==> src/rtl/regbus_datapath.sv <==
module regbus_datapath #(
  parameter int W     = 4,
  parameter int SEL_W = 2,
  localparam int NREG  = 1 << SEL_W,
  localparam int DEPTH = 1 << W
) (
  input  logic              clk,
  input  logic              rst,
  input  logic              xfer_en,
  input  logic [SEL_W-1:0]  src_sel,
  input  logic              ext_sel,
  input  logic [W-1:0]      ext_data,
  input  logic [NREG-1:0]   load_en,
  input  logic              addr_load,
  input  logic              mem_rd,
  input  logic              mem_wr,
  output logic [W-1:0]      bus_q,
  output logic [NREG*W-1:0] reg_q,
  output logic [W-1:0]      addr_q
);

  logic [W-1:0]    regs [NREG];
  logic [W-1:0]    mem  [DEPTH];
  logic [NREG-1:0] slice [W];
  logic [W-1:0]    reg_bus;

  // one multiplexer per bus bit, input k fed by register k
  for (genvar b = 0; b < W; b++) begin : g_bit
    for (genvar k = 0; k < NREG; k++) begin : g_src
      assign slice[b][k] = regs[k][b];
    end
    assign reg_bus[b] = slice[b][src_sel];
  end

  assign bus_q = mem_wr  ? reg_bus      :
                 mem_rd  ? mem[addr_q]  :
                 ext_sel ? ext_data     : reg_bus;

  for (genvar k = 0; k < NREG; k++) begin : g_reg
    always_ff @(posedge clk) begin
      if (rst)                         regs[k] <= '0;
      else if (xfer_en && load_en[k])  regs[k] <= bus_q;
    end
    assign reg_q[k*W +: W] = regs[k];


    unloaded_hold_chk: assert property (@(posedge clk) disable iff (rst)
      !load_en[k] |=> $stable(reg_q[k*W +: W]));


    reg_source_load_chk: assert property (@(posedge clk) disable iff (rst)
      (xfer_en && load_en[k] && (mem_wr || (!mem_rd && !ext_sel)))
        |=> reg_q[k*W +: W] == $past(reg_q[src_sel*W +: W]));
  end

  always_ff @(posedge clk) begin
    if (rst)                       addr_q <= '0;
    else if (xfer_en && addr_load) addr_q <= bus_q;
  end

  always_ff @(posedge clk) begin
    if (xfer_en && mem_wr) mem[addr_q] <= reg_bus;
  end


  reset_clear_chk: assert property (@(posedge clk)
    rst |=> (reg_q == '0 && addr_q == '0));


  idle_hold_chk: assert property (@(posedge clk) disable iff (rst)
    !xfer_en |=> ($stable(reg_q) && $stable(addr_q)));


  addr_load_chk: assert property (@(posedge clk) disable iff (rst)
    (xfer_en && addr_load && !mem_rd && !mem_wr && ext_sel)
      |=> addr_q == $past(ext_data));


  write_priority_chk: assert property (@(posedge clk) disable iff (rst)
    mem_wr |-> bus_q == reg_q[src_sel*W +: W]);

endmodule

==> config.mk <==
export PLATFORM = sky130hd
export DESIGN_NAME = regbus_datapath
export DESIGN_NICKNAME = d
export VERILOG_FILES = /design/src/rtl/regbus_datapath.sv
export SDC_FILE = /design/constraint.sdc
export NUM_CORES = 1
export LEC_CHECK = 0
export ABC_AREA = 1
export ABC_CLOCK_PERIOD_IN_PS = 2240
export BUFFER_PORTS_ARGS = -buffer_cell sky130_fd_sc_hd__buf_2
export CAP_MARGIN = 40
export CORE_MARGIN = 5
export CORE_UTILIZATION = 58
export CTS_CLUSTER_DIAMETER = 100
export DETAILED_ROUTE_END_ITERATION = 7
export GPL_ROUTABILITY_DRIVEN = 1
export PLACE_DENSITY = 0.88
export SYNTH_ARGS = -nofsm -noshare
export SYNTH_HDL_FRONTEND = slang
export SYNTH_SLANG_ARGS = --single-unit
==> constraint.sdc <==
create_clock -name clk -period 2.24 [get_ports clk]
set_input_delay 0.448 -clock clk [delete_from_list [all_inputs] [get_ports clk]]
set_output_delay 0.448 -clock clk [all_outputs]
set_load 0.005 [all_outputs]
==> results.md, run 1 <==
- CP Class: flip-flop to output port
- MaxCap Viol Count: 0
- Vert. Die Dim: 92.04 µm
- Worst Path Arrival: 1940 ps
- DP Wirelength: 6181 µm
- DR vias: 3271
- CP peak stage delay: 400 ps
- Worst hold-check path type: input port to flip-flop
- Sequential share of the synthesized area: 65.64%
- Die area: 8471 µm²
- Synthesized area: 3904 µm²
- Max-slew headroom: 58.45%
- Buffer levels on the longest clock path: 2
- Largest cells by area after synthesis: edfxtp_1 62%, nand2_1 12%, nand3_1 6.7%, inv_1 4.6%, nor2_1 4.6%
- Post-route ant nets: 0
- Worst hold start: rst
- First-pass GRT wire length: 15130 µm
- Worst R2R End: regs[0][2]
- Hold Slack: 371.6 ps
- DRT Wirelength: 10740 µm
- WHS Path Cells: 4
- VDD IR max: 616.2 µV
- R2R depth: 11
- Port Buffers: 40
- Setup TNS: -308.1 ps
- Overall Power: 3.503 mW
- Pwr dens: 737.4 nW/µm²
- DP Area: 4177 µm²
- Clk slew on worst S/H paths: 90 ps
- Fin crit share: 106.5%
- Violated checks: negative setup slack
- Fmax: 0.4192 GHz
- Final hold violations: 0
- Final setup vio count: 4
- DRC Markers: 0
- # fillers: 404
- YS warnings: 0
- Post-synth EDFFs: 80
- Reg2reg setup slack: 260 ps
- Cell breakdown of the critical path: buf_12 -> buf_16 -> o211ai_1 -> nand3_1 -> nand3_2 -> nand3_2 -> nand2_2 -> nand2_2 -> buf_6
- Ant. Diodes: 0
- I/O pin cnt: 41
- Crit path max-delay cell type: dfxtp_4
- Layout Nets: 480
- Clk_skew: 11.18 ps
- Gr ovfl total: 0
- Syn-to-layout area delta: 21.70%
- RePlAce Congestion: 0.8808
- Dpl cells: 519
- Gate count after technology mapping: 406
- CTS tree: done
- Drt first pass iters: 6
- Minimum clock period: 2386 ps
- Clock Root Buffer: clkbuf_8
- Layout Cells excl Fill: 548
- Fin util: 71.10%
- Critical path peak fanout: 7
- Post-placement setup slack: 192.6 ps
- Most frequent cells in the layout: 110 x nand2_1, 80 x edfxtp_1, 46 x inv_1
- Initial antenna violation count: 0
- CTS Hold Bufs: 0
- Design area: 4751 µm²
- Wire per inst: 19.60 µm
- Die span in x: 92.04 µm
- H-tree levels: 3
- Via count of the first global-routing pass: 3075
- Synth area leader: edfxtp_1
- CTS Buf Count: 9
- CP Capture Type: output port
- Worst skew pair latency: 360 ps
- Setup WS post-layout: -145.7 ps
- CORE AREA: 6681 µm²
- Top FF cell, synth: edfxtp_1
- Share of layout cells above drive strength 1: 26.28%
- Largest net degree at the start of global routing: 30
- Synth top area share: 61.54%
- Outcome: finished with violations
- Syn Nets: 423
- Effective utilization at floorplan: 58.43%
- Post-DR vias/cell: 5.969
- Measured slew at the worst slew-check pin: 622.5 ps
- Most common cell after layout, fill and taps aside: nand2_1
- Leakage: 2.035 nW
- Overall Global Routing Usage: 23.25%
- Synth unique cells: 18
- Final Max Tran Viols: 0
- Crit start category: flip-flop
- Synth async-reset ratio: 0%
- FF+latch count, synth: 88
- Syn avg cell area: 9.615 µm²
- Clock sink count: 88
- Iteration-0 DRC Markers: 419
- WP data required: 1790 ps
- RSZ-0062 raised after global routing: true
- Num rows: 30
[kinds of logic (layout without fill, tap and decap cells)]
group,Yosys count,count (layout),synth area share (%)
flip-flops,88,88,65.64
buffers and inverters,67,129,7.147
AND/OR/NAND/NOR,225,225,23.49
AO/OA/AOI/OAI,26,26,3.718
[timing repair]
item | CTS | global route
setup endpoints to repair | 4 | 4
setup buffers | 3 | 5
pin swaps | 8 | 21
resized for setup | 16 | 39
gates cloned | 1 | 4
[layer usage]
metal  track usage (%)  share of wire [%]  vias to the layer above
li1                  -                  -                     1432
met1             28.01                 33                     1470
met2             37.90                 49                      305
met3             6.317                 12                       64
met4             12.75                5.6                        0
met5                 0                  0                        -
[state kept, by name, indices dropped and copies added (netlist names), named ones only]
| register | flops |
|---|---|
| mem | 64 |
| regs | 16 |
| addr_q | 4 |
[where the power goes]
group	switching, mW	total [mW]	internal [mW]	leakage [nW]
combinational	0.329	0.510	0.181	1.12
sequential	0.0325	1.88	1.85	0.820
clock	0.559	1.11	0.551	0.0932
[cell usage after synthesis, types with 3 or more instances]
cell and count:
nand2_2 3, edfxtp_1 80, buf_2 7, inv_2 4, clkbuf_1 4, nand2_1 122
o211ai_1 3, a21oi_1 10, o21ai_0 6, nor2_1 48, o21ai_1 5, nand3_1 52
dfxtp_1 8, inv_1 48
[final cells by class]
type	instances	area (µm²)	area share, %
clock buffer	12	145.1	3.055
clock inverter	4	53.80	1.132
inverter	53	211.5	4.451
multi-input combinational	251	1214	25.55
sequential	88	2567	54.04
tap	80	100.1	2.107
timing repair buffer	58	441.7	9.297
timing repair inverter	2	17.52	0.3687
[worst max-delay path: cells and delay by family (launching register included)]
family                 cells  cell delay (ps)
and+or+nand+nor            5              560
AOI/OAI and AO/OA          1              210
DFF                        1              400
buffers and inverters      3              400
[worst max path at each step]
stage | from | end | slack [ps] | cells after the start
2_1_floorplan | src_sel[0] | bus_q[2] | 310 | 8
3_3_place_gp | src_sel[0] | bus_q[1] | 250 | 9
3_5_place_dp | flip-flop | bus_q[3] | 190 | 11
4_1_cts | flip-flop | bus_q[2] | -10 | 10
5_1_grt | flip-flop | bus_q[2] | -220 | 9
6_report | flip-flop | bus_q[2] | -150 | 9
No activity file was read; power rests on OpenSTA's default activity.
==> run 2, diff against run 1 <==
--- a/config.mk
+++ b/config.mk
@@ -15,6 +15,7 @@
 export DETAILED_ROUTE_END_ITERATION = 7
 export GPL_ROUTABILITY_DRIVEN = 1
 export PLACE_DENSITY = 0.88
+export SETUP_SLACK_MARGIN = 0.4
 export SYNTH_ARGS = -nofsm -noshare
 export SYNTH_HDL_FRONTEND = slang
 export SYNTH_SLANG_ARGS = --single-unit
==> run 2 against run 1 <==
Against the previous run: the flow still finishes with violations (negative setup slack); non-clock buffer count is the same; critical path depth is 3 higher; largest cell class unchanged; critical endpoint is now bus_q[0]; highest routed layer unchanged; hold slack worse by 7.2 ps; utilization increased by 0.056 points; die area did not move; first-iteration DRC count increased by 44%.
==> results.md, run 2 (same netlist as run 1, synthesis figures left out) <==
- Num rows: 30 (unchanged)
- Worst Path Arrival: 1980 ps (+40 ps)
- Critical path peak fanout: 6 (-1)
- Outcome: finished with violations
- Final Max Tran Viols: 0 (unchanged)
- MaxCap Viol Count: 0 (unchanged)
- CP Class: flip-flop to output port
- Reg2reg setup slack: 330 ps (+70 ps)
- Clk slew on worst S/H paths: 90 ps (about the same)
- Measured slew at the worst slew-check pin: 628.6 ps (+6.118 ps)
- Most frequent cells in the layout: 106 x nand2_1, 80 x edfxtp_1, 48 x nor2_1
- RSZ-0062 raised after global routing: true
- Crit start category: flip-flop
- Buffer levels on the longest clock path: 2 (unchanged)
- DRC Markers: 0 (unchanged)
- Worst hold start: rst
- Final setup vio count: 4 (unchanged)
- Largest net degree at the start of global routing: 30 (unchanged)
- Post-placement setup slack: 206.6 ps (+13.99 ps)
- Worst skew pair latency: 350 ps (about the same)
- Pwr dens: 742.7 nW/µm² (+0.72%)
- Final hold violations: 0 (unchanged)
- CTS Hold Bufs: 0 (unchanged)
- DRT Wirelength: 10930 µm (+1.8%)
- RePlAce Congestion: 0.9164 (+4.0%)
- Violated checks: negative setup slack
- Most common cell after layout, fill and taps aside: nand2_1
- Fin util: 71.16% (about the same)
- WP data required: 1790 ps (about the same)
- Fmax: 0.4118 GHz (-1.8%)
- Leakage: 2.042 nW (+0.32%)
- Vert. Die Dim: 92.04 µm (unchanged)
- CTS tree: done
- Syn-to-layout area delta: 21.79% (about the same)
- Gr ovfl total: 0 (unchanged)
- Overall Global Routing Usage: 22.43% (-0.83 points)
- Die area: 8471 µm² (unchanged)
- DP Wirelength: 6155 µm (-0.41%)
- Max reg flops: 64 (unchanged)
- Clock sink count: 88 (unchanged)
- Worst R2R End: regs[0][0]
- Fin crit share: 108.4% (+1.9 points)
- WHS Path Cells: 4 (unchanged)
- DR vias: 3349 (+2.4%)
- Initial antenna violation count: 0 (unchanged)
- Ant. Diodes: 0 (unchanged)
- Clk_skew: 13.47 ps (+2.282 ps)
- First-pass GRT wire length: 14480 µm (-4.3%)
- Drt first pass iters: 6 (unchanged)
- Biggest register: mem
- Share of layout cells above drive strength 1: 25.64% (-0.64 points)
- Worst hold-check path type: input port to flip-flop
- H-tree levels: 3 (unchanged)
- Post-DR vias/cell: 6.111 (+2.4%)
- CORE AREA: 6681 µm² (unchanged)
- Largest regs: mem (64), regs (16), addr_q (4)
- # fillers: 412 (+2.0%)
- CP Capture Type: output port
- R2R depth: 12 (+1)
- Setup crit end: bus_q[0]
- Setup WS post-layout: -188.2 ps (-42.55 ps)
- Minimum clock period: 2428 ps (+42.55 ps)
- I/O pin cnt: 41 (unchanged)
- VDD IR max: 601.6 µV (-2.4%)
- Effective utilization at floorplan: 58.43% (unchanged)
- Wire per inst: 19.95 µm (+1.8%)
- Clock Root Buffer: clkbuf_8
- Layout Nets: 480 (unchanged)
- Max-slew headroom: 58.05% (-0.41 points)
- Via count of the first global-routing pass: 2998 (-2.5%)
- Port Buffers: 40 (unchanged)
- CTS Buf Count: 9 (unchanged)
- Iteration-0 DRC Markers: 602 (+44%)
- Post-route ant nets: 0 (unchanged)
- Die span in x: 92.04 µm (unchanged)
run 2: changes by cell type in the layout (fill, tap and decap cells not counted), sizes merged:
cell	change
clkbuf	-1
clkinv	+2
clkinvlp	-1
run 2: how the worst min path moves through the flow:
stage	endpoint	slack (ps)
after global placement	addr_q[1]	620
after global routing	addr_q[2]	360
after floorplan	flip-flop	580
after detailed placement	flip-flop	640
after CTS	addr_q[2]	360
final	addr_q[2]	360
run 2: what timing repair did:
item                                    4_1_cts  5_1_grt
endpoints found under the hold margin         0        0
resized for setup                            15       40
buffers inserted                              1        6
gates cloned                                  0        6
endpoints found under the setup margin        4        4
pin swaps                                     1       18
run 2: critical path, stage by stage (launching register included):
cell,delay (ps)
dfxtp_4,450
buf_8,180
buf_6,130
nand2_1,50
nand3_1,100
nand3_1,130
nand3_1,110
nand2_1,80
nand2_1,100
nand2_2,80
nand2_4,90
inv_1,40
buf_2,110
run 2: layout make-up:
cell class / count / area (µm²) / share of cell area (%)
flip-flops and latches: 88 / 2566 / 53.97
inverters: 53 / 214.0 / 4.500
multi-input cells: 251 / 1221 / 25.68
repair inverters: 2 / 17.52 / 0.3684
clock buffers: 11 / 141.4 / 2.974
clock inverters: 5 / 63.81 / 1.342
repair buffers: 58 / 430.4 / 9.053
well taps: 80 / 100.1 / 2.105
run 2: metrics by stage:
step                      std cells  TNS (ps)  hold slack (ps)  total power [mW]  area (µm²)
after floorplan                 406         0            580.5             2.142        3919
after global placement          519         0            621.7             2.270        4192
after detailed placement        519         0            635.3             2.286        4192
after CTS                       536   -0.4213            356.0             3.392        4458
after global routing            548    -828.3            356.5             3.647        4755
final                           548    -466.8            364.4             3.531        4755
run 2: metal layers:
layer  vias up  GRT usage, %  wire length, µm  share of wire [%]
met5         -             0                0                  0
met4         0         8.045              439                4.0
met3        45         5.578             1357                 12
met2       331         37.10             5293                 48
met1      1531         28.77             3839                 35
li1       1442             -                -                  -
run 2: where the power goes:
| group | switching (mW) | leakage (nW) | internal [mW] |
|---|---|---|---|
| Combinational | 0.329 | 1.12 | 0.180 |
| Sequential | 0.0344 | 0.819 | 1.85 |
| Clock | 0.582 | 0.100 | 0.555 |
==> run 3, diff against run 2 <==
--- a/config.mk
+++ b/config.mk
@@ -10,11 +10,11 @@
 export BUFFER_PORTS_ARGS = -buffer_cell sky130_fd_sc_hd__buf_2
 export CAP_MARGIN = 40
 export CORE_MARGIN = 5
-export CORE_UTILIZATION = 58
+export CORE_UTILIZATION = 40
 export CTS_CLUSTER_DIAMETER = 100
 export DETAILED_ROUTE_END_ITERATION = 7
 export GPL_ROUTABILITY_DRIVEN = 1
-export PLACE_DENSITY = 0.88
+export PLACE_DENSITY = 0.67
 export SETUP_SLACK_MARGIN = 0.4
 export SYNTH_ARGS = -nofsm -noshare
 export SYNTH_HDL_FRONTEND = slang
==> run 3 against run 2 <==
Against the previous run: the flow now finishes without violations; flip-flop and latch count unchanged; global-route usage down 6.7 points; combinational power down 15%; register-to-register slack better by 200 ps; cell count up 8.9%; utilization down 23 points; critical path depth up 1; fmax up 11%; clock skew down 3.4 ps; highest routed layer unchanged.
==> results.md, run 3 (same netlist as run 1, synthesis figures left out) <==
- CORE AREA: 9639 µm² (+44%)
- WHS Path Cells: 4 (unchanged)
- Leakage: 1.983 nW (-2.9%)
- Post-route ant nets: 0 (unchanged)
- Final Max Tran Viols: 0 (unchanged)
- Final hold violations: 0 (unchanged)
- Via count of the first global-routing pass: 2862 (-4.5%)
- Setup crit end: bus_q[0]
- CTS tree: done
- CTS Buf Count: 9 (unchanged)
- RePlAce Congestion: 0.8534 (-6.9%)
- First-pass GRT wire length: 13950 µm (-3.7%)
- Buffer levels on the longest clock path: 2 (unchanged)
- Critical path peak fanout: 7 (+1)
- Hold Slack: 366.5 ps (+2.119 ps)
- Worst hold start: rst
- Setup WS post-layout: 47.39 ps (+235.6 ps)
- Gr ovfl total: 0 (unchanged)
- Worst hold-check path type: input port to flip-flop
- Measured slew at the worst slew-check pin: 569.0 ps (-59.63 ps)
- Vert. Die Dim: 108.8 µm (+18%)
- Clock sink count: 88 (unchanged)
- Pwr dens: 726.6 nW/µm² (-2.2%)
- Iteration-0 DRC Markers: 253 (-58%)
- DRC Markers: 0 (unchanged)
- Fin util: 48.62% (-23 points)
- Die area: 11840 µm² (+40%)
- Final setup vio count: 0 (-4)
- DP Wirelength: 6286 µm (+2.1%)
- H-tree levels: 3 (unchanged)
- DP Area: 4273 µm² (+1.9%)
- Fin crit share: 97.88% (-11 points)
- Worst skew pair latency: 360 ps (about the same)
- I/O pin cnt: 41 (unchanged)
- Largest regs: mem (64), regs (16), addr_q (4)
- DRT Wirelength: 9017 µm (-18%)
- DR vias: 2967 (-11%)
- Clock Root Buffer: clkbuf_8
- Biggest register: mem
- Layout Nets: 476 (-0.83%)
- R2R depth: 14 (+2)
- Die span in x: 108.8 µm (+18%)
- Port Buffers: 40 (unchanged)
- Max reg flops: 64 (unchanged)
- WP data required: 1790 ps (about the same)
- Design area: 4687 µm² (-1.4%)
- Worst Path Arrival: 1740 ps (-240 ps)
- Reg2reg setup slack: 530 ps (+200 ps)
- Effective utilization at floorplan: 40.50% (-18 points)
- CP Class: flip-flop to output port
- Num rows: 36 (+20%)
- Post-placement setup slack: 217.1 ps (+10.51 ps)
- Worst R2R End: regs[0][3]
- Layout Cells excl Fill: 597 (+8.9%)
- Setup TNS: 0 ps (+466.8 ps)
- Dpl cells: 574 (+11%)
- CP Capture Type: output port
- Clk_skew: 10.08 ps (-3.388 ps)
- Crit start category: flip-flop
- Minimum clock period: 2193 ps (-235.6 ps)
- Overall Global Routing Usage: 15.74% (-6.7 points)
- Most common cell after layout, fill and taps aside: nand2_1
- Ant. Diodes: 0 (unchanged)
- Syn-to-layout area delta: 20.06%
- VDD IR max: 375.0 µV (-38%)
- Drt first pass iters: 5 (-1)
- Wire per inst: 15.10 µm (-24%)
- Largest net degree at the start of global routing: 27 (-10%)
- Initial antenna violation count: 0 (unchanged)
- Clk slew on worst S/H paths: 80 ps (about the same)
- Fmax: 0.4561 GHz (+11%)
- RSZ-0062 raised after global routing: true
- Outcome: completed
- Most frequent cells in the layout: 111 x nand2_1, 80 x edfxtp_1, 47 x inv_1
- Share of layout cells above drive strength 1: 23.28% (-2.4 points)
- Post-DR vias/cell: 4.970 (-19%)
- Max-slew headroom: 62.03% (+4.0 points)
- Overall Power: 3.406 mW (-3.6%)
- MaxCap Viol Count: 0 (unchanged)
[run 3: cell types whose count changed in the layout (fill, tap and decap cells not counted), moves of 2 or more]
cell,before,now
nand3_2,17,11
nand3_1,35,41
nand2_1,106,111
buf_4,9,7
inv_6,3,1
buf_2,38,40
nand2_4,3,0
nor2_1,48,46
nand2_2,16,14
[run 3: where the power goes]
part           total, mW  internal [mW]  leakage, nW  switching, mW
Clock               1.09          0.522       0.0968          0.567
Combinational      0.432          0.157         1.07          0.275
Sequential          1.88           1.85        0.820         0.0336
Total               3.41           2.53         1.98          0.876
[run 3: worst max-delay path, stage by stage (launching register included)]
cell	delay, ps
dfxtp_4	430
inv_8	60
buf_6	130
nand2_2	40
nand2_1	40
nand2_1	70
nand3_2	100
nand3_2	90
nand2_2	50
nand2_1	50
nand2_1	70
nand2_2	90
inv_1	40
buf_2	120
[run 3: worst min-delay path by stage]
| stage | to | slack, ps |
|---|---|---|
| 5_1_grt | flip-flop | 350 |
| 2_1_floorplan | flip-flop | 580 |
| 4_1_cts | addr_q[1] | 350 |
| 3_3_place_gp | addr_q[1] | 630 |
| 6_report | flip-flop | 370 |
| 3_5_place_dp | flip-flop | 640 |
[run 3: final cells by class]
cell class	count	area [µm²]
Inverter	53	206.4
Timing Repair Buffer	56	376.6
Tap cell	133	166.4
Sequential cell	88	2567
Multi-Input combinational cell	251	1174
Clock inverter	6	68.82
Clock buffer	10	127.6
Fill cell	899	4952
[run 3: repair_timing]
| action | in CTS | in global routing |
|---|---|---|
| cloned | 1 | 1 |
| buffers inserted | 4 | 1 |
| endpoints found under the hold margin | 0 | 0 |
| pin swaps | 6 | 8 |
| endpoints found under the setup margin | 4 | 4 |
| gates resized for setup | 22 | 24 |
| hold buffers | 0 | 0 |
[run 3: per-layer routing]
metal	up-vias	track usage [%]	wire [µm]
li1	1431	-	-
met1	1410	21.08	3939
met2	114	25.29	4422
met3	12	2.309	496
met4	0	7.394	159
met5	-	0	0
